[config.mk]
export PLATFORM = sky130hd
export DESIGN_NAME = qdac_serial_core
export DESIGN_NICKNAME = d
export VERILOG_FILES = /design/src/rtl/qdac_pkg.sv /design/src/rtl/qdac_shift.sv /design/src/rtl/qdac_regs.sv /design/src/rtl/qdac_serial_core.sv
export SDC_FILE = /design/constraint.sdc
export NUM_CORES = 1
export LEC_CHECK = 0
export ABC_AREA = 0
export BUFFER_PORTS_ARGS = -buffer_cell sky130_fd_sc_hd__buf_2
export CORE_MARGIN = 4
export CORE_UTILIZATION = 46
export DETAILED_ROUTE_END_ITERATION = 10
export PLACE_DENSITY_LB_ADDON = 0.3
export SYNTH_ARGS = -nofsm -noshare
export SYNTH_HDL_FRONTEND = slang
export SYNTH_SLANG_ARGS = --single-unit
export TNS_END_PERCENT = 100
[constraint.sdc]
create_clock -name clk -period 5 [get_ports clk]
set_clock_uncertainty 0.2 [all_clocks]
set_input_delay 0.5 -clock clk [delete_from_list [all_inputs] [get_ports clk]]
set_output_delay 0.5 -clock clk [all_outputs]
set_load 0.02 [all_outputs]
[src/rtl/qdac_pkg.sv]
package qdac_pkg;
    localparam int FRAME_W = 24;
    localparam int DATA_W  = 16;
    localparam int SEL_W   = 3;
    localparam int ADDR_W  = 3;

    localparam logic [SEL_W-1:0]  TGT_DATA  = 3'b000;
    localparam logic [SEL_W-1:0]  TGT_POWER = 3'b010;
    localparam logic [SEL_W-1:0]  TGT_CTRL  = 3'b011;

    localparam logic [ADDR_W-1:0] ADDR_BCAST = 3'b100;
    localparam logic [ADDR_W-1:0] CMD_NOP   = 3'b000;
    localparam logic [ADDR_W-1:0] CMD_SET   = 3'b001;
    localparam logic [ADDR_W-1:0] CMD_CLEAR = 3'b100;
    localparam logic [ADDR_W-1:0] CMD_LOAD  = 3'b101;

    typedef struct packed {
        logic              rd;
        logic              rsv;
        logic [SEL_W-1:0]  tgt;
        logic [ADDR_W-1:0] addr;
        logic [DATA_W-1:0] data;
    } frame_t;
endpackage

[src/rtl/qdac_shift.sv]
module qdac_shift #(
    parameter int FW = 24
) (
    input  logic          clk,
    input  logic          rst_n,
    input  logic          sclk,
    input  logic          sync_n,
    input  logic          sdin,
    input  logic          load_en,
    input  logic [FW-1:0] load_word,
    output logic          frame_valid,
    output logic [FW-1:0] frame_word,
    output logic          sdo,
    output logic          shift_en,
    output logic [$clog2(FW+1)-1:0] bit_cnt
);
    localparam int CW = $clog2(FW + 1);

    typedef struct packed {
        logic          sclk_p;
        logic          sync_p;
        logic [FW-1:0] sr;
        logic [CW-1:0] cnt;
        logic          valid;
    } st_t;

    st_t st_d, st_q;

    always_comb begin
        st_d        = st_q;
        st_d.sclk_p = sclk;
        st_d.sync_p = sync_n;
        st_d.valid  = 1'b0;
        shift_en    = sclk && !st_q.sclk_p && !sync_n;
        if (sync_n && !st_q.sync_p) begin
            st_d.valid = (st_q.cnt == CW'(FW));
            st_d.cnt   = '0;
        end else if (shift_en) begin
            st_d.sr = {st_q.sr[FW-2:0], sdin};
            if (st_q.cnt != CW'(FW)) begin
                st_d.cnt = st_q.cnt + 1'b1;
            end
        end
        if (load_en) begin
            st_d.sr = load_word;
        end
    end

    always_ff @(posedge clk) begin
        if (!rst_n) begin
            st_q.sclk_p <= 1'b1;
            st_q.sync_p <= 1'b1;
            st_q.sr     <= '0;
            st_q.cnt    <= '0;
            st_q.valid  <= 1'b0;
        end else begin
            st_q <= st_d;
        end
    end

    assign frame_valid = st_q.valid;
    assign frame_word  = st_q.sr;
    assign sdo         = st_q.sr[FW-1];
    assign bit_cnt     = st_q.cnt;
endmodule

[src/rtl/qdac_regs.sv]
module qdac_regs
    import qdac_pkg::*;
#(
    parameter int CH_N   = 4,
    parameter int CODE_W = 14
) (
    input  logic                     clk,
    input  logic                     rst_n,
    input  logic                     frame_valid,
    input  logic [FRAME_W-1:0]       frame_word,
    input  logic                     ldac_n,
    input  logic                     clr_n,
    input  logic                     bin_offset,
    output logic                     load_en,
    output logic [FRAME_W-1:0]       load_word,
    output logic [CH_N*CODE_W-1:0]   dac_code,
    output logic [CH_N-1:0]          pwr_up,
    output logic                     coding_offset,
    output logic                     clr_sel
);
    localparam int SH = DATA_W - CODE_W;
    localparam logic [CODE_W-1:0] MID = {1'b1, {(CODE_W-1){1'b0}}};

    typedef struct packed {
        logic [CH_N-1:0][CODE_W-1:0] inp;
        logic [CH_N-1:0][CODE_W-1:0] dac;
        logic [CH_N-1:0]             pwr;
        logic                        csel;
        logic                        coding;
    } st_t;

    st_t st_d, st_q;
    frame_t             f;
    logic               sw_load;
    logic               sw_clr;
    logic [CODE_W-1:0]  clr_val;
    logic [DATA_W-1:0]  rb_data;

    always_comb begin
        st_d      = st_q;
        st_d.coding = bin_offset;
        f         = frame_t'(frame_word);
        load_en   = 1'b0;
        load_word = '0;
        sw_load   = 1'b0;
        sw_clr    = 1'b0;
        rb_data   = '0;

        case (f.tgt)
            TGT_DATA: begin
                for (int ch = 0; ch < CH_N; ch++) begin
                    if (f.addr == ADDR_W'(ch)) begin
                        rb_data = DATA_W'(st_q.inp[ch]) << SH;
                    end
                end
            end
            TGT_POWER: rb_data = DATA_W'(st_q.pwr);
            TGT_CTRL:  rb_data = DATA_W'(st_q.csel);
            default:   rb_data = '0;
        endcase

        if (frame_valid) begin
            if (f.rd) begin
                load_en   = 1'b1;
                load_word = {frame_word[FRAME_W-1:DATA_W], rb_data};
            end else begin
                case (f.tgt)
                    TGT_DATA: begin
                        for (int ch = 0; ch < CH_N; ch++) begin
                            if (f.addr == ADDR_BCAST || f.addr == ADDR_W'(ch)) begin
                                st_d.inp[ch] = f.data[DATA_W-1 -: CODE_W];
                            end
                        end
                    end
                    TGT_POWER: st_d.pwr = f.data[CH_N-1:0];
                    TGT_CTRL: begin
                        case (f.addr)
                            CMD_SET:   st_d.csel = f.data[0];
                            CMD_CLEAR: sw_clr = 1'b1;
                            CMD_LOAD:  sw_load = 1'b1;
                            default:   ;
                        endcase
                    end
                    default: ;
                endcase
            end
        end

        clr_val = (st_q.coding != st_q.csel) ? MID : '0;
        if (!clr_n || sw_clr) begin
            for (int ch = 0; ch < CH_N; ch++) begin
                st_d.dac[ch] = clr_val;
            end
        end else if (!ldac_n || sw_load) begin
            st_d.dac = st_q.inp;
        end
    end

    always_ff @(posedge clk) begin
        if (!rst_n) begin
            st_q <= '0;
        end else begin
            st_q <= st_d;
        end
    end

    assign dac_code      = st_q.dac;
    assign pwr_up        = st_q.pwr;
    assign coding_offset = st_q.coding;
    assign clr_sel       = st_q.csel;
endmodule

[src/rtl/qdac_serial_core.sv]
module qdac_serial_core
    import qdac_pkg::*;
#(
    parameter int CH_N   = 4,
    parameter int CODE_W = 14
) (
    input  logic                   clk,
    input  logic                   rst_n,
    input  logic                   sclk,
    input  logic                   sync_n,
    input  logic                   sdin,
    input  logic                   ldac_n,
    input  logic                   clr_n,
    input  logic                   bin_offset,
    output logic                   sdo,
    output logic [CH_N*CODE_W-1:0] dac_code,
    output logic [CH_N-1:0]        pwr_up,
    output logic                   coding_offset
);
    localparam int CW = $clog2(FRAME_W + 1);

    logic               frame_valid;
    logic [FRAME_W-1:0] frame_word;
    logic               load_en;
    logic [FRAME_W-1:0] load_word;
    logic               shift_en;
    logic [CW-1:0]      bit_cnt;
    logic               clr_sel;

    qdac_shift #(.FW(FRAME_W)) u_shift (
        .clk         (clk),
        .rst_n       (rst_n),
        .sclk        (sclk),
        .sync_n      (sync_n),
        .sdin        (sdin),
        .load_en     (load_en),
        .load_word   (load_word),
        .frame_valid (frame_valid),
        .frame_word  (frame_word),
        .sdo         (sdo),
        .shift_en    (shift_en),
        .bit_cnt     (bit_cnt)
    );

    qdac_regs #(.CH_N(CH_N), .CODE_W(CODE_W)) u_regs (
        .clk           (clk),
        .rst_n         (rst_n),
        .frame_valid   (frame_valid),
        .frame_word    (frame_word),
        .ldac_n        (ldac_n),
        .clr_n         (clr_n),
        .bin_offset    (bin_offset),
        .load_en       (load_en),
        .load_word     (load_word),
        .dac_code      (dac_code),
        .pwr_up        (pwr_up),
        .coding_offset (coding_offset),
        .clr_sel       (clr_sel)
    );
endmodule

# [After elaboration in Yosys (flattened, before gate mapping)]
# Cells that the tools add are included.
[word_totals] output_inout_bits=62 register_bits=150 elab_cells=85
[op_classes] n_mux=24 addsub=1 n_eq_ne=12 n_bitwise=2 reduce_logical=29
[op_table] cell="$mux 56" n=2
[op_table] cell="$mux 24" n=4
[op_table] cell="$mux 16" n=4
[op_table] cell="$pmux 16 s3" n=1
[op_table] cell="$mux 29" n=1
[op_table] cell="$reduce_and 4->1" n=5
[op_table] cell="$mux 14" n=1
[op_table] cell="$eq 3x2->1 const B" n=4
[op_table] cell="$mux 1" n=10
[op_table] cell="$eq 3x3->1 const B" n=2
[op_table] cell="$logic_not 3->1" n=2
[op_table] cell="$logic_or 1x1->1" n=6
[op_table] cell="$reduce_and 2->1" n=3
[op_table] cell="$reduce_and 3->1" n=2
[op_table] cell="$add 5x1->5 const B" n=1
[op_table] cell="$eq 5x5->1 const B" n=1
[op_table] cell="$logic_not 1->1" n=5
[op_table] cell="$mux 5" n=1
[op_table] cell="$ne 5x5->1 const B" n=1
[op_table] cell="$reduce_bool 2->1" n=2
[op_table] cell="$eq 3x1->1 const B" n=1
[op_table] cell="$logic_and 1x1->1" n=3
[op_table] cell="$ne 3x3->1 const B" n=1
[op_table] cell="$ne 2x2->1 const B" n=1
[op_table] cell="other kinds (3)" n=4

# [Logic depth before layout (Yosys ltp)]
# Gate-level depths: netlist (run 1).
[logic_depth] depth_word=9 depth_mapped=8 ltp_nobuf=6

# [Hierarchy]
# A second synthesis (run 1) with hierarchy kept.
[hier_totals] cells_unflattened=838 hier_area_um2=7262.0
[modules_own_cells] mod="qdac_regs" cells_each=636 area_each_um2=5677.9 instances=1
[modules_own_cells] mod="qdac_shift" cells_each=202 area_each_um2=1584.0 instances=1

# [Least setup slack after synthesis (run 1)]
# Ideal clock, no wire load.
[synth_path] path_kind="flip-flop to flip-flop" startpoint="register u_shift.st_q, in the netlist u_shift.frame_word[23]" endpoint="register u_regs.st_q[65] (netlist bit)" setup_time_ns=0.128 path_stages_with_launch=8 n_path_buf=3 arrival_ns=1.874 setup_slack_ns=2.798 synth_period_minus_slack_ns=2.202 path_cell_list="dfxtp_1 -> clkbuf_1 -> or2_1 -> buf_2 -> nor4_4 -> buf_2 -> mux2i_1 -> nor2_1"
[synth_between] elab_chain_len=2
[synth_rtl] element="from (decl)" line="qdac_shift.sv:27" rtl="st_t st_d, st_q;"
[synth_rtl] element="from (signal assigned)" line="qdac_shift.sv:57" rtl="st_q <= st_d;"
[synth_rtl] element="$not 1->1 (no line)"
[synth_rtl] element="$reduce_and 4->1 (no line)"
[synth_rtl] element="to (signal assigned)" line="qdac_regs.sv:103" rtl="st_q <= st_d;"
[synth_rtl] element="to (decl)" line="qdac_regs.sv:32" rtl="st_t st_d, st_q;"
# No other way between the ends.
# A chain may end at the register's enable or synchronous reset.

# [Final worst setup path (run 1)]
[layout_path] startpoint="register u_shift.st_q, in the netlist u_shift.frame_word[17]" endpoint="register u_regs.st_q[116] (netlist bit)"
[layout_between] elab_chain_len=3 elab_cells_between_ends=4 cone_classes="eq/ne: 2; reduce/logical: 2"
[layout_rtl] element="$eq 3x3->1 or $eq 3x2->1 (tied branches)" line="qdac_regs.sv:70" rtl="if (f.addr == ADDR_BCAST || f.addr == ADDR_W'(ch)) begin"
[layout_rtl] element="$logic_or 1x1->1 (*)" line="qdac_regs.sv:70"
[layout_rtl] element="$reduce_and 4->1 (no line) (*)"
# Every way passes the cells marked *; elsewhere a longest branch is shown, timed or not.

==> results of run 1 <==
-- per-stage QoR --
step	setup WS (ps)	hold WS, ps	cells	utilization
after floorplan	2798	192.5	758	-
after global placement	2647	210.0	901	0.4700
after detailed placement	2556	211.9	901	0.4700
after CTS	2549	67.39	933	0.5163
after global routing	2380	74.16	933	0.5163
final	2535	84.58	933	0.5163
-- cell usage after synthesis, drive strengths merged, types with 2 or more instances --
cell type	number	area, um^2
or3	2	12.51
a211o	12	105.1
xor2	4	35.03
a311oi	2	17.52
nor2b	16	100.1
o21ai	34	170.2
nand2b	3	18.77
mux2	3	33.78
a211oi	11	82.58
nor4	3	63.81
buf	76	533.0
o211a	2	20.02
a21boi	16	120.1
dfxtp	150	3003
xnor2	3	26.28
a31oi	3	18.77
or3b	3	26.28
nand3	11	55.05
nand4bb	2	22.52
nor2	61	229.0
o211ai	5	37.54
clkbuf	38	142.6
nand2	131	491.7
nand4	2	12.51
a21oi	64	320.3
o22ai	13	81.33
o31a	2	17.52
ha	2	25.02
inv	11	41.29
o311ai	4	35.03
nand3b	2	15.01
mux2i	57	570.6
-- path summary, 6_finish.rpt --
check	start	endpoint	depth (start not counted)
worst max register to register	u_shift.frame_word[17]	u_regs.st_q[116]	5
worst min-delay path	bin_offset	u_regs.coding_offset	2
worst min register to register	u_shift.st_q[30]	u_shift.frame_valid	1
worst max-delay path	u_shift.frame_word[17]	u_regs.st_q[116]	5
-- per-layer routing --
layer | track usage | vias to the layer above | part of all wire
li1 | - | 2489 | -
met1 | 0.2516 | 2365 | 0.45
met2 | 0.3109 | 128 | 0.47
met3 | 0.05226 | 15 | 0.061
met4 | 0.06866 | 0 | 0.016
met5 | 0 | - | 0
-- cells by family (layout without fill, tap and decap cells) --
family / after synthesis / after routing / share of synthesized area
AND/OR/NAND/NOR: 243 / 243 / 0.1677
multiplexers: 61 / 61 / 0.09528
flip-flops: 150 / 150 / 0.4564
AO/OA/AOI/OAI: 170 / 170 / 0.1584
buffers and inverters: 125 / 120 / 0.1090
XOR/XNOR: 7 / 7 / 0.009319
adder cells (fa/ha/maj): 2 / 2 / 0.003803
-- power by group --
group / total [mW] / internal [mW] / switching, mW
clock: 1.39 / 0.897 / 0.493
combinational: 0.0625 / 0.0163 / 0.0462
sequential: 1.21 / 1.20 / 0.00964
total: 2.66 / 2.12 / 0.549
-- registers in the layout, indices dropped and copies added (netlist names) --
signal	cells
u_regs.clr_sel	1
u_regs.coding_offset	1
u_regs.dac_code	56
u_regs.pwr_up	4
u_regs.st_q	56
u_shift.bit_cnt	5
u_shift.frame_valid	1
u_shift.frame_word	24
u_shift.st_q	2
-- final cells by class --
type / instances / area (um^2)
Inverter: 11 / 41.29
Timing Repair Buffer: 77 / 405.4
Sequential cell: 150 / 3003
Clock buffer: 19 / 442.9
Tap cell: 180 / 225.2
Multi-Input combinational cell: 483 / 2874
Clock inverter: 13 / 202.7
Fill cell: 1308 / 6740
==> impl_metrics.toml, run 1 <==
[clock_tree]
cts_post_setup_buffers_inserted = 0
cts-buffers-inserted = 17
clock_insertion_delay_worst_skew_ps = 420
post_cts_resized = 0
cts_htree_levels = 4
tritoncts = "yes"
clk_pin_slew_ps = 60
number_of_buffers_between_clock_root_and_the_deepest_sink = 2
clock_sink_count = 150
cts_root_buffer = "sky130_fd_sc_hd__clkbuf_16"
cts_hold_buffers = 0

[synthesis]
syn_nets = 768
synth.ff_latch_count = 150
yosys.cell_types.count = 46
synthesis.instances = 758
number_of_enable_type_register_cells_in_the_synthesized_netlist = 0
synth-main-ff-cell = "sky130_fd_sc_hd__dfxtp_1"
synth_seq_area_share = 0.4564
ys_async_sr_fraction = 0
synth_warnings = 0
postSynthAreaPerCell_um2 = 8.679
synth_area_um2 = 6579

[route]
totalWireLength_mm = 14.94
drt-initial-drc-count = 399
detailroute.via_count = 4997
drt_first_pass_iters = 5
drt-wirelength-per-cell_um = 16.01
detail_route.drc_violations = 0
vias_per_cell = 5.356
ant_nets = 0

[final_layout]
layout-drive-gt1-share = 0.1607
layout.nets = 750
final_common_cell = "sky130_fd_sc_hd__dfxtp_1"
areaGrowthSynthToFinish_pct = 9.357
commonest_cells_after_routing_fill_and_taps_aside = "150 x sky130_fd_sc_hd__dfxtp_1, 131 x sky130_fd_sc_hd__nand2_1, 69 x sky130_fd_sc_hd__buf_2"
insertedDiodeCount = 0
finalInstanceArea_um2 = 7194

[timing]
final-hold-violation-count = 0
finalMaxSlewViolations = 0
setup_viol = 0
fin_crit_sh = 0.4931
layout_min_cycle_time_ps = 2465
rsz0062_at_grt = "no"
timing.max_slew.rel_slack = 0.3482
clock.fmax_mhz = 405.6
max_slew.worst_pin.slew_ps = 977.7
setup_tns_ps = 0

[worst_setup_path]
worst-endpoint-required_ps = 5070
critical_path.slowest_cell = "sky130_fd_sc_hd__a211o_1"
max_stage_delay_ps = 640
cp-start-kind = "register"
ff2ff_setup_slack_ps = 2530
crit_path_cell_trace = "buf_4 -> or3b_2 -> a211o_1 -> mux2i_1 -> nor2_1"
critical_path.endpoint_type = "register"
critical_path_arrival_ps = 2540
critPathTopFamily = "compound AO/OA/AOI/OAI gates"
number_of_buffers_and_inverters_on_the_critical_path = 1
critPathMaxFanout = 46
worstSetupPathType = "register to register"

[die]
floorplan.io_pins = 70
dieArea_um2 = 16280
floorplan.initialDensity = 0.4721
die_width_um = 127.6
die_height_um = 127.6
fp-row-count = 43
core_area_um2 = 13930

[global_routing]
grt_antenna_before_repair = 0
first_global_vias = 4849
grt_start_max_net_pins = 55
grt_pass1_wl_mm = 25.27
globalRouteTotalUtil = 0.1936
globalRoute.totalOverflow = 0

[min_path]
type_of_the_worst_min_delay_path = "input pin to register"

[power]
power.static_leakage_nw = 2.647
fin_total_pwr_mw = 2.665
ir_drop_mv = 0.2207
cellPowerDensity_nw_per_um2 = 370.4

[placement]
placement.cell_area_um2 = 6549
detailed_place_hpwl_mm = 10.00
portBuffers = 69
gp_routability_congestion = 0.8322

[run]
timing.max_cap.violations = 0

[status]
outcome = "finished, final reports clean"
No activity file was read; power rests on OpenSTA's default activity.
==> run 2, diff against run 1 <==
--- a/config.mk
+++ b/config.mk
@@ -5,7 +5,7 @@
 export SDC_FILE = /design/constraint.sdc
 export NUM_CORES = 1
 export LEC_CHECK = 0
-export ABC_AREA = 0
+export ABC_AREA = 1
 export BUFFER_PORTS_ARGS = -buffer_cell sky130_fd_sc_hd__buf_2
 export CORE_MARGIN = 4
 export CORE_UTILIZATION = 46
==> constraint.sdc (replaced) <==
create_clock -name clk -period 2.2 [get_ports clk]
set_clock_uncertainty 0.2 [all_clocks]
set_input_delay 0.22 -clock clk [delete_from_list [all_inputs] [get_ports clk]]
set_output_delay 0.22 -clock clk [all_outputs]
set_load 0.02 [all_outputs]
==> impl_metrics.toml, run 2 <==
[status]
outcome = "finished, final reports clean"

[global_routing]
first_global_vias = 5132
grt_antenna_before_repair = 0
grt_most_used_layer = "met2"
globalRoute.totalOverflow = 0
use_met3 = 0.03832
grt_pass1_wl_mm = 25.68
grtUsageMet1 = 0.2664
globalRouteTotalUtil = 0.1981
grtUsageMet2 = 0.3042
grt_start_max_net_pins = 54

[final_layout]
multi_input_area_um2 = 2567
areaGrowthSynthToFinish_pct = 11.66
commonest_cells_after_routing_fill_and_taps_aside = "178 x sky130_fd_sc_hd__nand2_1, 150 x sky130_fd_sc_hd__dfxtp_1, 145 x sky130_fd_sc_hd__a21oi_1"
insertedDiodeCount = 0
layout.nets = 892
regArea_um2 = 3003
final_common_cell = "sky130_fd_sc_hd__nand2_1"
layout-drive-gt1-share = 0.1553
num-fill-cells = 1332

[timing]
setup_tns_ps = 0
clock.fmax_mhz = 508.7
rsz0062_at_grt = "no"
timing.max_slew.rel_slack = 0.5413
setup_viol = 0
fin_crit_sh = 0.8936
layout_min_cycle_time_ps = 1966
finalMaxSlewViolations = 0
final-hold-violation-count = 0
max_slew.worst_pin.slew_ps = 680.8
whs_ps = 30.17

[synthesis]
synth_warnings = 0
synth.ff_latch_count = 150
yosysMostFrequentCell = "sky130_fd_sc_hd__nand2_1"
synth_area_um2 = 6459
synth-main-ff-cell = "sky130_fd_sc_hd__dfxtp_1"
synth_commonest_cells = "178 x sky130_fd_sc_hd__nand2_1, 150 x sky130_fd_sc_hd__dfxtp_1, 145 x sky130_fd_sc_hd__a21oi_1"
ys_async_sr_fraction = 0
synthesis.instances = 875
netlist_top_cells_area = "sky130_fd_sc_hd__dfxtp_1 46%, sky130_fd_sc_hd__a21oi_1 11%, sky130_fd_sc_hd__nand2_1 10%"
synthDominantAreaCellType = "sky130_fd_sc_hd__dfxtp_1"
syn_nets = 885
synthDominantCellAreaShare = 0.4649
synth_seq_area_share = 0.4649
postSynthAreaPerCell_um2 = 7.381
number_of_enable_type_register_cells_in_the_synthesized_netlist = 0
yosys.cell_types.count = 29

[die]
floorplan.io_pins = 70
core_area_um2 = 13830
die_width_um = 126.5
floorplan.initialDensity = 0.4671
dieArea_um2 = 16000
die_height_um = 126.5
fp-row-count = 43

[clock_tree]
number_of_buffers_between_clock_root_and_the_deepest_sink = 2
clk_pin_slew_ps = 60
cts_htree_levels = 4
clock_sink_count = 150
cts_root_buffer = "sky130_fd_sc_hd__clkbuf_16"
cts_post_setup_buffers_inserted = 0
tritoncts = "yes"
clock_insertion_delay_worst_skew_ps = 430
cts-buffers-inserted = 17

[route]
drt-wirelength-per-cell_um = 14.33
drt_first_pass_iters = 5
drt-initial-drc-count = 418
ant_nets = 0
vias_per_cell = 5.064
detailroute.via_count = 5444
detail_route.drc_violations = 0
totalWireLength_mm = 15.41

[power]
cellPowerDensity_nw_per_um2 = 832.2
ir_drop_mv = 0.5090
p_sw_frac = 0.2282
internal_power_mw = 4.632
power_switching_mw = 1.370
power.static_leakage_nw = 2.910
p_seq_frac = 0.461
share_comb_of_total_power = 0.039
p_clk_frac = 0.500

[min_path]
hold_start = "clr_n"
worstHoldEndpoint = "u_regs.dac_code[5]"
hold_depth = 5
type_of_the_worst_min_delay_path = "input pin to register"

[worst_setup_path]
cp-startpoint = "u_shift.frame_word[23]"
worst-endpoint-required_ps = 2320
r2r_end = "u_regs.dac_code[6]"
reg2regPathDepth = 10
cp-start-kind = "register"
worst_path_most_repeated_cell = "sky130_fd_sc_hd__nand2_1"
worstReg2RegStart = "u_shift.frame_word[23]"
critical_path.endpoint_type = "register"
ff2ff_setup_slack_ps = 230
critical_path.slowest_cell = "sky130_fd_sc_hd__dfxtp_1"
critPathMaxFanout = 53
max_stage_delay_ps = 360
worstSetupPathType = "register to register"
critical_path_arrival_ps = 2080
crit_path_cell_trace = "inv_1 -> nand2_1 -> nor2_1 -> nand2_1 -> nand2_2 -> buf_12 -> nor2_2 -> nand2_1 -> nand2_1 -> nor2_1"

[placement]
portBuffers = 69
gp_routability_congestion = 0.8403
detailed_place_hpwl_mm = 10.21

[run]
timing.max_cap.violations = 0
==> run 2: cell types whose count changed in the layout (fill, tap and decap cells not counted), moves of 5 or more <==
cell / change
sky130_fd_sc_hd__nor2_1: +32
sky130_fd_sc_hd__mux2i_1: -57
sky130_fd_sc_hd__a211o_1: -12
sky130_fd_sc_hd__nor2b_1: -16
sky130_fd_sc_hd__a211oi_1: -9
sky130_fd_sc_hd__nand2_1: +47
sky130_fd_sc_hd__buf_4: +6
sky130_fd_sc_hd__o22ai_1: -13
sky130_fd_sc_hd__o21ai_0: +63
sky130_fd_sc_hd__dlygate4sd3_1: +7
sky130_fd_sc_hd__o211ai_1: -5
sky130_fd_sc_hd__inv_1: +43
sky130_fd_sc_hd__a21oi_1: +81
sky130_fd_sc_hd__a21boi_0: -16
==> run 2: worst max-delay path by stage <==
stage	end	slack (ps)
after floorplan	u_regs.dac_code[5]	530
after global placement	u_regs.dac_code[26]	170
after detailed placement	u_regs.dac_code[19]	170
after CTS	u_regs.dac_code[4]	140
after global routing	u_regs.dac_code[6]	50
final	u_regs.dac_code[6]	230
==> run 2: cell families (layout without fill, tap and decap cells) <==
logic type,Yosys count,in the layout,share of synthesized area
flip-flops,150,150,0.4649
adder cells (fa/ha/maj),2,2,0.003874
AND/OR/NAND/NOR,304,304,0.1898
AO/OA/AOI/OAI,253,253,0.2003
buffers and inverters,164,184,0.1383
XOR/XNOR,2,2,0.002713
==> run 2: per-layer routing <==
metal,share of wire,wire length [um]
met4,0.031,482
met5,0,0
met2,0.44,6809
met3,0.054,839
met1,0.47,7274
==> run 2: what timing repair did <==
action,in CTS,in global routing
gates resized for setup,0,2
hold buffers,7,0
setup endpoints to repair,0,49
endpoints found under the hold margin,9,0
==> run 2: stage by stage <==
| step | std cells | setup WS, ps | instance area, um^2 | power [mW] | util |
|---|---|---|---|---|---|
| finish | 1075 | 234.0 | 7212 | 6.002 | 0.5216 |
| global route | 1075 | 51.51 | 7212 | 6.196 | 0.5216 |
| CTS | 1075 | 142.1 | 7209 | 6.057 | 0.5214 |
| detailed placement | 1036 | 169.6 | 6528 | 3.052 | 0.4721 |
| global placement | 1036 | 169.6 | 6528 | 3.050 | 0.4721 |
| floorplan | 875 | 531.1 | 6459 | 2.992 | - |
==> run 2: cell type report <==
type | count | share of cell area
Inverter | 59 | 0.03105
Timing Repair Buffer | 93 | 0.08050
Tap cell | 180 | 0.03123
Sequential cell | 150 | 0.4164
Clock buffer | 18 | 0.06090
Clock inverter | 14 | 0.02394
Multi-Input combinational cell | 561 | 0.3560
==> run 2: worst max-delay path: cells and delay by family, from the launching register on <==
family	cells	cell delay, ps
and+or+nand+nor	8	1020
buffers and inverters	2	250
DFF	1	360
==> run 2: power groups by stage <==
stage	logic (mW)	registers (mW)	clock network (mW)
after floorplan	0.173	2.82	0
after global placement	0.221	2.83	0
after detailed placement	0.223	2.83	0
after CTS	0.234	2.77	3.06
after global routing	0.266	2.77	3.16
final	0.233	2.77	3.00
